--- src/rtl/ata_cb_sequencer.sv ---
module ata_cb_sequencer #(
  parameter int         BLOCK_LEN   = 16,
  parameter int         POLL_LIMIT  = 4,
  parameter logic [7:0] SUBCMD      = 8'h24,
  parameter logic [3:0] REG_DEVHEAD = 4'h6,
  parameter logic [3:0] REG_COMMAND = 4'h7,
  parameter logic [3:0] REG_ALTSTAT = 4'hE
) (
  input  logic       clk,
  input  logic       rst_n,
  input  logic [7:0] cfg_signature,
  input  logic       cfg_dev,
  input  logic       cb_valid,
  input  logic [7:0] cb_data,
  input  logic       cb_last,
  output logic       cb_ready,
  output logic       tf_req,
  output logic       tf_we,
  output logic [3:0] tf_addr,
  output logic [7:0] tf_wdata,
  input  logic       tf_ack,
  input  logic [7:0] tf_rdata,
  output logic       dp_run,
  input  logic       dp_end,
  input  logic       dev_err,
  input  logic       phase_err,
  output logic       cmd_done,
  output logic       st_accepted,
  output logic       st_rejected,
  output logic       st_timeout,
  output logic       st_halted,
  output logic       xfer_udma,
  output logic       xfer_identify
);

  localparam int IW = $clog2(BLOCK_LEN + 1);
  localparam int PW = $clog2(POLL_LIMIT + 1);
  localparam logic [IW-1:0] LAST_IDX = IW'(BLOCK_LEN - 1);
  localparam logic [IW-1:0] IDX_SIG  = IW'(0);
  localparam logic [IW-1:0] IDX_SUB  = IW'(1);
  localparam logic [IW-1:0] IDX_ACT  = IW'(2);
  localparam logic [IW-1:0] IDX_DH   = IW'(11);
  localparam logic [IW-1:0] IDX_CMD  = IW'(12);

  typedef enum logic [2:0] {S_IDLE, S_POLL, S_WR1, S_WR2, S_DATA} state_t;
  state_t state;

  logic [IW-1:0] idx;
  logic [PW-1:0] polls;
  logic [7:0]    sig_b, sub_b, act_b, dh_b, cmd_b;

  wire take     = cb_valid && cb_ready;
  wire len_ok   = idx == LAST_IDX;
  wire id_ok    = (sig_b == cfg_signature) && (sub_b == SUBCMD);
  wire combo_ok = !(act_b[0] && (act_b[4:3] != 2'b00));
  wire accept   = len_ok && id_ok && combo_ok;
  wire dev_bit  = act_b[5] ? dh_b[4] : cfg_dev;
  wire [7:0] devhead_val = {dh_b[7:5], dev_bit, dh_b[3:0]};
  wire sel_first = !act_b[1];
  wire halt_now  = (dev_err && !act_b[4]) || (phase_err && !act_b[3]);
  wire first_wr_dh = (state == S_WR1) == sel_first;

  assign cb_ready = (state == S_IDLE);
  assign tf_req   = (state == S_POLL) || (state == S_WR1) || (state == S_WR2);
  assign tf_we    = (state == S_WR1) || (state == S_WR2);
  assign tf_addr  = (state == S_POLL) ? REG_ALTSTAT : (first_wr_dh ? REG_DEVHEAD : REG_COMMAND);
  assign tf_wdata = (state == S_POLL) ? 8'h00 : (first_wr_dh ? devhead_val : cmd_b);
  assign dp_run   = (state == S_DATA);

  always_ff @(posedge clk or negedge rst_n) begin
    if (!rst_n) begin
      idx   <= '0;
      sig_b <= '0;
      sub_b <= '0;
      act_b <= '0;
      dh_b  <= '0;
      cmd_b <= '0;
    end else if (take) begin
      if (cb_last) idx <= '0;
      else if (idx != IW'(BLOCK_LEN)) idx <= idx + 1'b1;
      case (idx)
        IDX_SIG: sig_b <= cb_data;
        IDX_SUB: sub_b <= cb_data;
        IDX_ACT: act_b <= cb_data;
        IDX_DH:  dh_b  <= cb_data;
        IDX_CMD: cmd_b <= cb_data;
        default: ;
      endcase
    end
  end

  always_ff @(posedge clk or negedge rst_n) begin
    if (!rst_n) begin
      state         <= S_IDLE;
      polls         <= '0;
      cmd_done      <= 1'b0;
      st_accepted   <= 1'b0;
      st_rejected   <= 1'b0;
      st_timeout    <= 1'b0;
      st_halted     <= 1'b0;
      xfer_udma     <= 1'b0;
      xfer_identify <= 1'b0;
    end else begin
      cmd_done <= 1'b0;
      case (state)
        S_IDLE: if (take) begin
          if (idx == '0) begin
            st_accepted <= 1'b0;
            st_rejected <= 1'b0;
            st_timeout  <= 1'b0;
            st_halted   <= 1'b0;
          end
          if (cb_last) begin
            if (accept) begin
              st_accepted   <= 1'b1;
              xfer_udma     <= act_b[6];
              xfer_identify <= act_b[7];
              polls         <= '0;
              state         <= act_b[2] ? S_WR1 : S_POLL;
            end else begin
              st_rejected <= 1'b1;
              cmd_done    <= 1'b1;
            end
          end
        end
        S_POLL: if (tf_ack) begin
          if (!tf_rdata[7]) state <= S_WR1;
          else if (polls == PW'(POLL_LIMIT - 1)) begin
            st_timeout <= 1'b1;
            cmd_done   <= 1'b1;
            state      <= S_IDLE;
          end else polls <= polls + 1'b1;
        end
        S_WR1: if (tf_ack) state <= S_WR2;
        S_WR2: if (tf_ack) state <= S_DATA;
        S_DATA: begin
          if (halt_now) begin
            st_halted <= 1'b1;
            cmd_done  <= 1'b1;
            state     <= S_IDLE;
          end else if (dp_end) begin
            cmd_done <= 1'b1;
            state    <= S_IDLE;
          end
        end
        default: state <= S_IDLE;
      endcase
    end
  end

  AST_NO_TF_WHILE_READY: assert property (@(posedge clk) disable iff (!rst_n)
    cb_ready |-> !tf_req);
  AST_DONE_IS_PULSE: assert property (@(posedge clk) disable iff (!rst_n)
    cmd_done |=> !cmd_done);
  AST_HALT_STOPS_DATA: assert property (@(posedge clk) disable iff (!rst_n)
    (dp_run && halt_now) |=> (!dp_run && st_halted && cmd_done));
  AST_SAFE_ERR_KEEPS_RUN: assert property (@(posedge clk) disable iff (!rst_n)
    (dp_run && !halt_now && !dp_end) |=> dp_run);
  AST_TIMEOUT_NO_ACCESS: assert property (@(posedge clk) disable iff (!rst_n)
    st_timeout |-> !tf_req);
  AST_VERDICT_EXCLUSIVE: assert property (@(posedge clk) disable iff (!rst_n)
    $onehot0({st_accepted, st_rejected}));
  AST_REJECT_IDLE: assert property (@(posedge clk) disable iff (!rst_n)
    st_rejected |-> cb_ready);

endmodule

--- config.mk ---
export PLATFORM = sky130hd
export DESIGN_NAME = ata_cb_sequencer
export DESIGN_NICKNAME = d
export VERILOG_FILES = /design/src/rtl/ata_cb_sequencer.sv
export SDC_FILE = /design/constraint.sdc
export NUM_CORES = 1
export LEC_CHECK = 0
export ABC_AREA = 1
export BUFFER_PORTS_ARGS = -buffer_cell sky130_fd_sc_hd__buf_2
export CAP_MARGIN = 0
export CORE_UTILIZATION = 50
export CTS_BUF_LIST = sky130_fd_sc_hd__clkbuf_16
export CTS_CLUSTER_SIZE = 16
export DETAILED_ROUTE_END_ITERATION = 6
export PLACE_DENSITY_LB_ADDON = 0.25
export SLEW_MARGIN = 20
export SYNTH_ARGS = -nofsm -noshare
export SYNTH_HDL_FRONTEND = slang
export SYNTH_SLANG_ARGS = --single-unit
--- constraint.sdc ---
create_clock -name clk -period 1.9 [get_ports clk]
set_clock_uncertainty 0.1 [all_clocks]
set_input_delay 0.095 -clock clk [delete_from_list [all_inputs] [get_ports clk]]
set_output_delay 0.095 -clock clk [all_outputs]
set_load 0.05 [all_outputs]
-- Word-level counts from Yosys, hierarchy flattened
Index checks and enable logic that the tools add are counted.
- flip-flop bits (word level): 58
- input port bits: 33
- output and inout port bits: 23
- word-level logic and storage cells: 126
- memories: 0
- bits in latches: 0
- memory bits (read-only): 0
- bits in writable memories: 0
- add/subtract/negate cells: 2
- muxes and demuxes: 49
- reductions and logical operators: 33
- order comparisons: 0
- equality and inequality tests: 27
- div/mod/pow operators: 0
- multipliers: 0
- bitwise gates (word level): 0
- shift operators: 0
- operators by type and width (operator ; count):
    $mux 3 ; 16
    $mux 1 ; 22
    $mux 8 ; 2
    $eq 5x4->1 const B ; 3
    $pmux 3 s5 ; 1
    $reduce_and 2->1 ; 7
    $ne 2x2->1 const B ; 6
    $mux 5 ; 2
    $ne 2x1->1 const B ; 5
    $eq 3x2->1 const B ; 3
    $eq 8x6->1 const B ; 1
    $eq 8x8->1 ; 1
    $reduce_and 4->1 ; 2
    $reduce_and 8->1 ; 1
    $reduce_bool 2->1 ; 4
    $logic_and 1x1->1 ; 7
    $reduce_and 7->1 ; 1
    $pmux 3 s2 ; 1
    $reduce_and 6->1 ; 1
    $add 5x1->5 const B ; 1
    $eq 5x1->1 const B ; 1
    $eq 5x2->1 const B ; 1
    $logic_not 5->1 ; 1
    $ne 5x5->1 const B ; 1
    13 further kinds ; 20

-- Logic depth before layout (Yosys ltp)
Gate-level depths: netlist (run 1).
- depth after elaboration: 8
- depth in mapped cells: 13
- gate-level depth less buffers: 13

-- Least setup slack after synthesis (run 1)
OpenSTA, ideal clock, no wires.
- kind: register -> output
- from: reg state[2]
- to: out tf_wdata[6]
- cell stages (with the launch flop): 7
- data arrival time: 2.567 ns
- path slack: -0.862 ns
- cells stage by stage: dfrtp_1 -> nor2_1 -> nand3_1 -> nand2_1 -> buf_2 -> o21ai_0 -> a21oi_1
- cells in the longest elaborated chain, start to end: 4
- elaborated cells on any way between the ends: 5
- those cells by class: eq/ne (3); mux (2)
- ends and longest elaborated chain (item ; line ; text):
    start, declared ; 46 ; state_t state;
    start signal, assigned ; 119 ; state <= act_b[2] ? S_WR1 : S_POLL;
    $eq 3x2->1 ; 61 ; wire first_wr_dh = (state == S_WR1) == sel_first;
    $eq 1x1->1 ; 61 ;
    $mux 8 ; 67 ; assign tf_wdata = (state == S_POLL) ? 8'h00 : (first_wr_dh ? devhead_val : cmd_b);
    $mux 8 (*) ; 67 ;
    end, declared ; 20 ; output logic [7:0] tf_wdata,
Mark *: on every way between the ends. The rest lies on a longest branch, timed or not.

-- Worst setup path after layout (run 1)
- from: reg idx[1]
- to: reg state[1]
- cells in the longest elaborated chain, start to end: 5
- ends and longest elaborated chain (item ; line ; text):
    start, declared ; 48 ; logic [IW-1:0] idx;
    start signal, assigned ; 80 ; else if (idx != IW'(BLOCK_LEN)) idx <= idx + 1'b1;
    $eq 5x4->1 ; 53 ; wire len_ok = idx == LAST_IDX;
    $logic_and 1x1->1 (2 in a row) ; 56 ; wire accept = len_ok && id_ok && combo_ok;
    $ne 2x1->1 (no line) ; n/a ;
    $reduce_and 8->1 (no line) ; n/a ;
No other way between the ends.
A chain may end at the register's enable or synchronous reset.

==> run metrics, run 1 <==
Clock Path Buffers=2; first-pass GRT wire length=12700 um; Layout fillers=~370; final setup fails=8; failing checks=setup timing; Crit-path slowest cell=dfrtp_1; path depth of the worst reg2reg path=13; RSZ-0062 raised after global routing=true; crit path buf inv count=1; die width=78.7 um; HP Start=cb_data[2]; total clock sinks=58; fin worst setup slack=-0.0422 ns; CTS tree=built; worst skew pair latency=about 0.33 ns; CP max FO=5; GPL Wtd Cong=0.887; H-tree levels=3; via-per-instance ratio=5.25; num rows=27; Worst Hold End=sig_b[2]; DRC Markers=0; share of post-route cells with drive strength above 1=34.8%; ANT nets after route=0; share of the synthesized area in the top cell type=49.4%; hold slack=0.00672 ns; worst flop-to-flop path startpoint=idx[1]; GRT Util Overall=27.8%; drt first pass iters=4; vias in the first global route=between 2000 and 3000; fmax=roughly 500 MHz; gr ovfl total=0; outcome=finished with violations; CP Cell Sequence=ha_2 -> nand2_2 -> nor2_2 -> ha_2 -> nand2_2 -> nor2_4 -> nand2_2 -> nor2_4 -> nand3_2 -> nand2_4 -> buf_4 -> nand4_1 -> nand2_1; Final Hold Fails=0; Crit path largest cell delay=between 0.3 and 0.4 ns; largest area contributor in the netlist=dfrtp_1; crit end category=flop; Placed Instance Area=3540 um2; most common cell in the synthesized netlist=nand2_1; wl on met1=3360 um; CORE AREA=5570 um2; Layout area overhead=44.8%; Power Density=1780 nW/um2; # diodes=0; Routed WL=8010 um; asr flop ratio synth=between 90% and 100%; Crit Path Class=flop to flop; r2r setup slk=-0.04 ns; via count=2690; crit share post-route=102%; die area=~6200 um2; sequential area share after synthesis=between 40% and 50%; Synth Register Bits=58; Syn Area/Cell=8.64 um2; Max VDD drop=1730 uV; Hold Path Class=input pin to flop; die span in y=~79 um; Max Slew Vio Count=0; initial antenna violation count=0; initial core utilization=52.7%; max layer used=met4; Post-synth top flop=dfrtp_1; Required @ worst endpoint=2.06 ns; DR WL/cell=15.6 um; arrival time worst endpoint=2.11 ns; Critical Path Start Type=flop; largest net degree at the start of global routing=40; CTS Buf Count=9; CTS root buf=clkbuf_16; Cells after Synth=340; Lkg Pwr=about 0.0021 uW; Clk pin slew, worst setup/hold paths=roughly 0.050 ns; Period minus WS final=1.94 ns; top cells by area, synth=dfrtp_1 49%, nand2_1 10%, o21ai_0 6.6%; number of DRC markers in iteration 0=105; most frequent CP cell=nand2_2; Post-synth EDFFs=0; Detailed Place HPWL=5090 um; library cells used by synthesis=31; max cap viols=0; Met2 Wirelength=3970 um; Netlist Area Pre-Place=just under 3000 um2; fin area=4250 um2; Setup TNS Final=-0.174 ns; met3 WL post-DR=477 um; Reg-to-Reg End=state[1]; Post-Place Setup Slack=-0.0729 ns; kind of cell adding the most delay to the critical path=simple AND/OR/NAND/NOR gates; number of port buffers=46; num ports=56; WHS Path Cells=3; Nets=about 480; YS warnings=0; top cells by count, synth=80 x nand2_1, 58 x dfrtp_1, 48 x inv_1
-- worst register-to-register path, stage by stage (launching register included) --
cell	delay, ns
dfrtp_1	0.35
ha_2	0.21
nand2_2	0.07
nor2_2	0.11
ha_2	0.17
nand2_2	0.07
nor2_4	0.08
nand2_2	0.06
nor2_4	0.15
nand3_2	0.12
nand2_4	0.12
buf_4	0.12
nand4_1	0.08
nand2_1	0.08
-- per-layer routing --
layer,vias to the layer above,track usage [%]
li1,1293,-
met1,1285,34.6
met2,97,46.6
met3,15,5.12
met4,0,13.3
met5,-,0
-- cell usage in the layout, fill, tap and decap left out, types with 5 or more instances in the layout --
cell type / instances
a21oi_4: 5
buf_2: 38
buf_4: 23
buf_6: 13
clkbuf_16: 9
dfrtp_1: 57
dlygate4sd3_1: 11
inv_1: 45
mux2_2: 14
nand2_1: 72
nand2_2: 5
nand3_1: 9
nand4_1: 8
nor2_1: 23
nor2_2: 5
o21ai_0: 33
-- cells by family after synthesis --
kind of cell	synth area share, %
compound gates	9.54
xor+xnor	1.19
fa+ha+maj	2.98
buf+inv	7.71
flops	49.4
mux	6.90
other cells	0.128
simple gates	22.1
-- worst max path at each step --
| stage | startpoint | to | cells past startpoint |
|---|---|---|---|
| 6_report | idx[1] | state[1] | 13 |
| 3_3_place_gp | idx[0] | polls[1] | 13 |
| 2_1_floorplan | state[1] | tf_wdata[0] | 7 |
| 4_1_cts | idx[1] | polls[0] | 13 |
| 5_1_grt | idx[0] | state[1] | 13 |
| 3_5_place_dp | idx[1] | polls[0] | 13 |
-- flip-flops by register name, indices dropped and copies added (netlist names), 3 cells and up --
| name | count |
|---|---|
| act_b | 8 |
| cmd_b | 8 |
| dh_b | 8 |
| sig_b | 8 |
| sub_b | 8 |
| idx | 5 |
| polls | 3 |
| state | 3 |
-- cell type report --
class                      count  area (um2)  area share (%)
timing repair buffer          89         699            16.4
clock buffer                   9         225            5.29
clock inverter                 7        83.8            1.97
inverter                      50         193            4.53
sequential                    58        1450            34.1
multi-input combinational    227        1510            35.5
tap                           72        90.1            2.12
-- metrics by stage --
stage	power [uW]	util, %	std cells
finish	7560	76.3	512
global route	7980	76.3	512
CTS	7070	72.2	505
detailed placement	5140	63.5	477
global placement	5060	63.5	477
floorplan	4180	-	341
-- repair_timing --
item                       in CTS  in global routing
hold buffers                   11                  0
resized for setup              23                 47
pin swaps                       5                 17
setup endpoints to repair      27                 35
hold endpoints to repair       42                  0
setup buffers                   1                  5
cloned                          0                  2
-- report_power, final --
part | internal [uW] | switching [uW] | leakage (uW)
combinational | 1500 | 2520 | 0.00123
clock | 1130 | 553 | 0.000150
sequential | 1640 | 216 | 0.000709
Note: power is estimated with default switching activity, not from simulation.
==> inputs of run 2 (changes only) <==
--- a/config.mk
+++ b/config.mk
@@ -13,6 +13,7 @@
 export CTS_CLUSTER_SIZE = 16
 export DETAILED_ROUTE_END_ITERATION = 6
 export PLACE_DENSITY_LB_ADDON = 0.25
+export RECOVER_POWER = 100
 export SLEW_MARGIN = 20
 export SYNTH_ARGS = -nofsm -noshare
 export SYNTH_HDL_FRONTEND = slang
==> run 2 against run 1 <==
Compared with the run above: the flow still finishes with violations (setup timing); sequential cell count stayed put; wire length hardly changed; first-iteration DRC count stayed put; global-route usage stayed put; cell area is 1.1% lower; critical path depth stayed put; sequential share of layout area is 0.40 points higher; setup slack better by 0.0026 ns; combinational power hardly changed.
==> run metrics, run 2 (synthesis results as in run 1) <==
failing checks=setup timing; die width=78.7 um; Clk pin slew, worst setup/hold paths=0.05 ns; Required @ worst endpoint=a little over 2 ns; DR WL/cell=approximately 16 um; r2r setup slk=-0.04 ns; die area=6190 um2; worst slew pin tran=1.16 ns; ANT nets after route=0; fin worst setup slack=-0.0396 ns; fmax=516 MHz; Nets=between 400 and 500; CTS tree=built; RSZ-0062 raised after global routing=true; via count=between 2000 and 3000; DRC Markers=0; commonest non-fill, non-tap cell in the layout=nand2_1; CTS Buf Count=9; worst skew pair latency=approximately 0.33 ns; largest net degree at the start of global routing=40; Critical Path Start Type=flop; total clock sinks=58; gr ovfl total=0; post-route insts no fill=around 510; number of DRC markers in iteration 0=105; arrival time worst endpoint=2.10 ns; Routed WL=8000 um; crit end category=flop; num ports=56; Reg-to-Reg End=state[1]; initial core utilization=52.7%; Layout area overhead=43.1%; vias in the first global route=2662; CP max FO=5; H-tree levels=3; # diodes=0; worst flop-to-flop path startpoint=idx[1]; dpl cells=477; hold slack=about 0.0076 ns; crit share post-route=102%; Final Hold Fails=0; Period minus WS final=1.94 ns; path depth of the worst reg2reg path=13; via-per-instance ratio=5.21; num rows=27; Crit Path Class=flop to flop; commonest non-fill, non-tap cells in the layout=72 x nand2_1, 57 x dfrtp_1, 45 x inv_1, 33 x o21ai_0, 28 x buf_2; HP Start=cb_data[2]; Max-slew headroom=22.5%; Max VDD drop=1730 uV; WHS Path Cells=3; initial antenna violation count=0; number of port buffers=46; CTS root buf=clkbuf_16; Max Slew Vio Count=0; Power Density=roughly 1800 nW/um2; share of post-route cells with drive strength above 1=32.5%; outcome=finished with violations; Lkg Pwr=0.00205 uW; final setup fails=10; Overall Power=approximately 7500 uW; Hold Path Class=input pin to flop; drt first pass iters=4; die span in y=78.7 um; first-pass GRT wire length=12700 um; GPL Wtd Cong=0.887; Post-Place Setup Slack=-0.0729 ns; GRT Util Overall=~28%; CORE AREA=5570 um2; Worst Hold End=sig_b[2]; max cap viols=0; Detailed Place HPWL=5090 um; Clock Path Buffers=2
-- run 2: cell types whose count changed in the layout (fill, tap and decap cells not counted), sizes merged --
cell,delta
buf,-12
clkbuf,+12
-- run 2: worst max-delay path by stage --
stage	from	endpoint	slack (ns)
finish	idx[1]	state[1]	-0.04
global route	idx[0]	state[1]	-0.16
CTS	idx[1]	polls[0]	-0.009
detailed placement	idx[1]	polls[0]	-0.07
global placement	idx[0]	polls[1]	0.006
floorplan	state[1]	tf_wdata[0]	-0.07
-- run 2: routing by layer --
layer | global-route usage [%] | up-vias | share of wire (%)
met5 | 0 | - | 0
met1 | 34.6 | 1285 | 43
met3 | 5.12 | 13 | 5.0
met2 | 46.6 | 75 | 50
met4 | 13.3 | 0 | 1.8
li1 | - | 1294 | -
-- run 2: stage by stage --
step | instance area, um2 | TNS [ns] | util [%]
after floorplan | 3020 | -1.10 | -
after global placement | 3540 | 0 | 63.5
after detailed placement | 3540 | -0.294 | 63.5
after CTS | 4020 | -0.0193 | 72.2
after global routing | 4210 | -2.36 | 75.4
final | 4210 | -0.226 | 75.4
-- run 2: what timing repair did --
item,in CTS,in global routing
endpoints found under the setup margin,27,35
gates resized for setup,23,47
setup buffers,1,5
hold buffers,11,0
hold endpoints to repair,42,0
gates cloned,0,2
pin swaps,5,17
-- run 2: final cells by class --
cell class                      instances  area [um2]
Multi-Input combinational cell        227        1500
Sequential cell                        58        1450
Fill cell                             383        1370
Timing Repair Buffer                   89         662
Clock buffer                            9         225
Inverter                               50         193
Tap cell                               72        90.1
Clock inverter                          7        83.8
-- run 2: power by group --
group          switching [uW]  internal (uW)  total [uW]
clock                     544           1130        1670
sequential                215           1640        1850
combinational            2520           1480        4000
-- run 2: critical path, stage by stage (launching register included) --
cell	delay, ns
dfrtp_1	0.35
ha_2	0.21
nand2_2	0.07
nor2_2	0.11
ha_2	0.17
nand2_2	0.07
nor2_4	0.08
nand2_2	0.06
nor2_4	0.15
nand3_2	0.12
nand2_4	0.12
buf_4	0.12
nand4_1	0.07
nand2_1	0.08
